## src/rtl/fpexp_pkg.sv

```systemverilog
package fpexp_pkg;
  typedef struct packed {
    logic lt;
    logic gt;
    logic eq;
    logic uo;
  } cond_t;
endpackage

```

## src/rtl/fpexp_classify.sv

```systemverilog
module fpexp_classify #(
  parameter int DW = 64,
  parameter int EW = 11,
  parameter int FW = 52
) (
  input  logic [DW-1:0] word,
  output logic [EW-1:0] expo,
  output logic          is_nan
);
  always_comb begin
    expo   = word[FW +: EW];
    is_nan = (&word[FW +: EW]) && (|word[FW-1:0]);
  end
endmodule

```

## src/rtl/fpexp_compare.sv

```systemverilog
module fpexp_compare
  import fpexp_pkg::*;
#(
  parameter int EW = 11
) (
  input  logic [EW-1:0] exp_a,
  input  logic [EW-1:0] exp_b,
  input  logic          nan_a,
  input  logic          nan_b,
  output cond_t         cond
);
  logic unord;
  always_comb begin
    unord   = nan_a | nan_b;
    cond.uo = unord;
    cond.lt = !unord && (exp_a < exp_b);
    cond.gt = !unord && (exp_a > exp_b);
    cond.eq = !unord && (exp_a == exp_b);
  end
endmodule

```

## src/rtl/fpexp_crmerge.sv

```systemverilog
module fpexp_crmerge #(
  parameter int NFIELD  = 8,
  parameter int FIELD_W = 4,
  localparam int SELW   = $clog2(NFIELD),
  localparam int CRW    = NFIELD * FIELD_W
) (
  input  logic [CRW-1:0]     cr_in,
  input  logic [SELW-1:0]    sel,
  input  logic [FIELD_W-1:0] nib,
  output logic [CRW-1:0]     cr_out
);
  for (genvar k = 0; k < NFIELD; k++) begin : g_field
    localparam int HI = CRW - 1 - k * FIELD_W;
    always_comb begin
      if (sel == SELW'(k)) cr_out[HI -: FIELD_W] = nib;
      else                 cr_out[HI -: FIELD_W] = cr_in[HI -: FIELD_W];
    end
  end
endmodule

```

## src/rtl/fpexp_cmp_unit.sv

```systemverilog
module fpexp_cmp_unit
  import fpexp_pkg::*;
#(
  parameter int DW      = 64,
  parameter int EW      = 11,
  parameter int FW      = 52,
  parameter int NFIELD  = 8,
  parameter int FIELD_W = 4,
  parameter int IDXW    = 5,
  localparam int SELW   = $clog2(NFIELD),
  localparam int CRW    = NFIELD * FIELD_W
) (
  input  logic              clk,
  input  logic              rst,
  input  logic              in_valid,
  input  logic              vec_en,
  input  logic [DW-1:0]     op_a,
  input  logic [DW-1:0]     op_b,
  input  logic [SELW-1:0]   dst_field,
  input  logic              src_a_ext,
  input  logic [IDXW-1:0]   src_a_fld,
  input  logic              src_b_ext,
  input  logic [IDXW-1:0]   src_b_fld,
  output logic [IDXW:0]     src_a_idx,
  output logic [IDXW:0]     src_b_idx,
  output logic [CRW-1:0]    cr_q,
  output logic [FIELD_W-1:0] fpcc_q,
  output logic              out_valid,
  output logic              unavail_exc
);
  logic [DW-1:0] ops   [2];
  logic [EW-1:0] expos [2];
  logic          nans  [2];
  cond_t         cond;
  logic [CRW-1:0] cr_next;

  assign ops[0]    = op_a;
  assign ops[1]    = op_b;
  assign src_a_idx = {src_a_ext, src_a_fld};
  assign src_b_idx = {src_b_ext, src_b_fld};

  for (genvar i = 0; i < 2; i++) begin : g_cls
    fpexp_classify #(.DW(DW), .EW(EW), .FW(FW)) u_cls (
      .word(ops[i]), .expo(expos[i]), .is_nan(nans[i])
    );
  end

  fpexp_compare #(.EW(EW)) u_cmp (
    .exp_a(expos[0]), .exp_b(expos[1]),
    .nan_a(nans[0]), .nan_b(nans[1]), .cond(cond)
  );

  fpexp_crmerge #(.NFIELD(NFIELD), .FIELD_W(FIELD_W)) u_merge (
    .cr_in(cr_q), .sel(dst_field), .nib(cond), .cr_out(cr_next)
  );

  always_ff @(posedge clk) begin
    if (rst) begin
      cr_q        <= '0;
      fpcc_q      <= '0;
      out_valid   <= 1'b0;
      unavail_exc <= 1'b0;
    end else begin
      out_valid   <= in_valid && vec_en;
      unavail_exc <= in_valid && !vec_en;
      if (in_valid && vec_en) begin
        cr_q   <= cr_next;
        fpcc_q <= cond;
      end
    end
  end
endmodule

```

## config.mk

```make
export PLATFORM = sky130hd
export DESIGN_NAME = fpexp_cmp_unit
export DESIGN_NICKNAME = d
export VERILOG_FILES = /design/src/rtl/fpexp_pkg.sv /design/src/rtl/fpexp_classify.sv /design/src/rtl/fpexp_compare.sv /design/src/rtl/fpexp_crmerge.sv /design/src/rtl/fpexp_cmp_unit.sv
export SDC_FILE = /design/constraint.sdc
export NUM_CORES = 1
export LEC_CHECK = 0
export BUFFER_PORTS_ARGS = -buffer_cell sky130_fd_sc_hd__buf_2
export CAP_MARGIN = 10
export CORE_MARGIN = 2
export CORE_UTILIZATION = 38
export CTS_CLUSTER_DIAMETER = 50
export DETAILED_ROUTE_END_ITERATION = 16
export PLACE_DENSITY = 0.8
export SLEW_MARGIN = 5
export SYNTH_ARGS = -nofsm -noshare
export SYNTH_HDL_FRONTEND = slang
export SYNTH_SLANG_ARGS = --single-unit
```

## constraint.sdc

```tcl
create_clock -name clk -period 2.3 [get_ports clk]
set_input_delay 0.46 -clock clk [delete_from_list [all_inputs] [get_ports clk]]
set_output_delay 0.46 -clock clk [all_outputs]
set_load 0.05 [all_outputs]
```

# Word level (Yosys, flattened, before mapping)
# Index checks and enable logic that the tools add are counted.
# Widths: inputs -> output; s select.
# word_totals
output_inout_bits,50
inputBits,147
elab_cells,44
ff_bits,38
# classes
reduce_logical,22
eq_ne,8
magnitude_cmp,2
n_bitwise,1
# op_table
op,n
$reduce_or 52->1,2
$reduce_and 11->1,2
$reduce_and 2->1,8
$eq 3x3->1 const B,4
$eq 11x11->1,1
$gt 11x11->1,1
$lt 11x11->1,1
$logic_and 1x1->1,7
$eq 3x2->1 const B,2
$eq 3x1->1 const B,1
$logic_not 3->1,1
$logic_not 1->1,2
$or 1x1->1,1

# Longest topological paths before layout
# logic_depth
depth_word,5
ltp_mapped,8
mapped_depth_nobuf,7

# Hierarchy
# Synthesis repeated with hierarchy kept, for this count alone.
# unflattened
hier_cells,331
area_unflattened_um2,3005.4
# by_module_without_submodules
mod,area_each_um2,seq_area_each_um2,n_inst,cells_per_inst
fpexp_cmp_unit,1825.5,760.7,1,181
fpexp_classify,221.5,0.0,2,33
fpexp_crmerge,430.4,0.0,1,40
fpexp_compare,306.5,0.0,1,44

# Worst setup path after synthesis
# No wires, ideal clock.
# synth_path
path_kind,input-to-reg
start,input port op_b[58]
end,register fpcc_q[2]
path_slack_ns,0.299
path_buffers,1
setup_ns,0.087
stages,8
t_arrival_ns,1.914
required_time_ns,2.213
cell_sequence,inv_1 ha_1 nand2_1 o21ai_0 or3b_2 and3_1 buf_1 o31ai_1
# synth_between
elab_chain_len,5
elab_cells_between_ends,6
cone_classes,order compare (1); bitwise (1); reduce/logical (4)
# synth_rtl
item,line_no,source
from (decl),fpexp_cmp_unit.sv:18,"input logic [DW-1:0] op_b,"
"parallel branches: the longest is 4 deep, another holds $gt 11x11->1",-,
$logic_and 1x1->1 *,fpexp_compare.sv:17,cond.gt = !unord && (exp_a > exp_b);
to (signal assigned),fpexp_cmp_unit.sv:68,fpcc_q <= cond;
to (decl),fpexp_cmp_unit.sv:27,"output logic [FIELD_W-1:0] fpcc_q,"
# Every way passes the cells marked *.
# A chain may end at the register's enable or synchronous reset.

# Worst setup path in the final report
# layout_path
start,input port op_a[45]
end,register cr_q[27]
# layout_between
elab_chain_len,5
# layout_rtl
item,line_no,source
from (decl),fpexp_cmp_unit.sv:17,"input logic [DW-1:0] op_a,"
$reduce_or 52->1,fpexp_classify.sv:12,is_nan = (&word[FW +: EW]) && (|word[FW-1:0]);
$logic_and 1x1->1,fpexp_classify.sv:12,
$or 1x1->1,fpexp_compare.sv:14,unord = nan_a | nan_b;
$logic_not 1->1,fpexp_compare.sv:16,cond.lt = !unord && (exp_a < exp_b);
$logic_and 1x1->1,fpexp_compare.sv:16,
to (signal assigned),fpexp_cmp_unit.sv:67,cr_q <= cr_next;
to (decl),fpexp_cmp_unit.sv:26,"output logic [CRW-1:0] cr_q,"
# No other way between the ends.

==> flow_summary.ini <==
[clocking]
ctsHoldBuffers = 0
post-cts-setup-buffers = 0
cts_buffer_depth = 2
cts.htree.levels = 2
cts-root-buf = clkbuf_8
cts.sinks = 38
clk_pin_slew_ps = 70
cts-buffers-inserted = 5
cts-resized-gates = 0
cts_tree = done
insertion_delay_ps = 280

[yosys]
synth_edf_count = 0
synth.avg_cell_area_um2 = 8.58
synth.area.mux_share = 0
synth_cell_types = 27
yosys.area_share.adder = 0.0632
yosys_warnings = 0
synth_nets = 412
yosys-top-cells-area = dfxtp_1, nand3b_1, nor4_1, o41ai_1, ha_1
synthSimpleGateAreaFrac = 0.308
yosysTopAreaCell = dfxtp_1
ys_ff_latch = 38
synthTopCellsByCount = dfxtp_1, nor4_1, nand3b_1
synth_xor_area_frac = 0
yosysMostFrequentCell = dfxtp_1
synth_top_family_by_area = simple AND/OR/NAND/NOR gates
synth_compound_area_frac = 0.181
synthArstFlopShare = 0
syn_area_um2 = 2180
netlist_instances = 254
yosys_most_used_dff = dfxtp_1
synth_top_area_share = 0.349
synth_seq_area_share = 0.349

[floorplanning]
die_x_um = 79.7
die_area_um2 = 6350
initial_core_util = 0.396
core_area_um2 = 5510
pin_count = 197
die-height_um = 79.7
rows = 27

[global_routing]
grt_pass1_vias = 2310
track_usage = 0.235
antenna_found_initial = 0
grt_max_degree = 65
grt-ovfl-total = 0
grt_pass1_wl_um = 11400

[drt]
drt.antenna.violating_nets = 0
num_vias = 2596
wl_per_cell_um = 15.7
wl_um = 7670
drt_iter0_markers = 139
drc = 0
drt-pass1-iter-count = 4
drt-vias-per-instance = 5.30

[critical_path]
required_ps = 2470
cp-end-kind = flip-flop
critPathLaunchType = primary input
r2r_end = cr_q[4]$_SDFFE_PP0P_
regToRegSetupSlack_ps = 1590
worstReg2RegStart = cr_q[4]$_SDFFE_PP0P_
critical_path_class = primary input to flip-flop
cp-endpoint = cr_q[27]$_SDFFE_PP0P_
crit_start = op_a[45]
worst_r2r_path_depth = 3
worstPathArrival_ps = 2310
crit_fanout = 14

[sta]
finalSetupViolCount = 0
rsz0062_at_grt = no
finalCriticalPeriod_ps = 2140
maxSlewViolCount = 0
skew_ps = 0
layout_setup_ws_ps = 162
worst-slew-pin-transition_ps = 864
hold_viol = 0
relSlewSlack = 0.424
max_clock_freq_mhz = 468
finalCritPeriodShare = 0.929
holdWs_ps = 375

[placed_design]
pre_cts_ws_ps = -104
dp_cells = 484
place_congestion = 0.870
dp_hpwl_um = 6340
port_buffers = 170

[power_and_ir_drop]
vdd_drop_max_uv = 312
p_per_area_nw_per_um2 = 445
p_leak_nw = 1.50

[cells_and_area]
layoutNonFillerInstCount = 490
drive_gt1_frac = 0.457
synthToLayoutAreaGrowth_pct = 45.9
num-nets-final = 577
fin_util = 0.577
num_antenna_cells = 0

[run]
drv_cap = 0

[status]
status = finished clean

[min_path]
hold_class = primary input to flip-flop
==> flip-flops by register name, indices dropped and copies added, names as in the netlist <==
| register | flops |
|---|---|
| fpcc_q | 4 |
| unavail_exc | 1 |
| cr_q | 32 |
| out_valid | 1 |
==> report_power, final <==
group / switching, mW / internal, mW
combinational: 0.165 / 0.136
clock: 0.208 / 0.231
sequential: 0.00530 / 0.670
total: 0.379 / 1.04
==> layout make-up <==
class | count | area, um^2
clock buffers | 6 | 82.6
fillers | 506 | 2330
inverters | 17 | 63.8
multi-input cells | 175 | 1210
flip-flops and latches | 38 | 761
well taps | 72 | 90.1
repair buffers | 182 | 966
==> cells by family (layout without fill, tap and decap cells) <==
family / after synthesis / in the layout
fa+ha+maj: 11 / 11
simple gates: 111 / 111
flops: 38 / 38
buf+inv: 41 / 205
compound gates: 53 / 53
==> critical path, stage by stage <==
cell	delay [ps]
buf_2	110
nor4_1	380
nand4_1	200
nor4_1	320
buf_4	180
o32ai_4	130
buf_12	170
o41ai_1	350
==> cells in the final DEF, fill, tap and decap left out <==
cell      count
nor2_1        8
dfxtp_1      38
a21oi_1      12
nand4_1      10
nand3b_1     27
o31ai_1       9
or3b_2        1
ha_1         11
or2_2         1
o32ai_4       1
buf_4        10
a211oi_1      1
o21a_1       10
buf_2       170
clkbuf_8      6
buf_12        2
o41ai_1      18
nand3_1       6
nor3b_1       1
nor4_1       29
o21ai_0       2
nor2b_1       3
and3_1        2
and4_1        1
nand2_1      14
or3_1         8
inv_1        17
==> metal layers <==
layer / up-vias / GRT usage / share of wire
met1: 1158 / 0.303 / 0.40
met3: 14 / 0.0633 / 0.080
met4: 0 / 0.0672 / 0.020
li1: 1297 / - / -
met5: - / 0 / 0
met2: 127 / 0.382 / 0.50
==> worst min-delay path by stage <==
stage | depth (start not counted) | startpoint | slack [ps] | endpoint
floorplan | 1 | vec_en | 540 | unavail_exc$_SDFF_PP0_
global placement | 2 | fpcc_q[3]$_SDFFE_PP0P_ | 460 | fpcc_q[3]$_SDFFE_PP0P_
detailed placement | 2 | cr_q[29]$_SDFFE_PP0P_ | 470 | cr_q[29]$_SDFFE_PP0P_
CTS | 2 | vec_en | 380 | unavail_exc$_SDFF_PP0_
global route | 2 | vec_en | 370 | unavail_exc$_SDFF_PP0_
finish | 2 | vec_en | 370 | unavail_exc$_SDFF_PP0_
==> through the flow <==
step                total power [mW]  instance area [um^2]  setup TNS [ps]
floorplan                      0.884                  2180               0
global placement               0.985                  3100            -833
detailed placement             0.990                  3100            -812
CTS                             1.43                  3180               0
global route                    1.49                  3180               0
finish                          1.42                  3180               0
(Power assumes the default switching activity.)
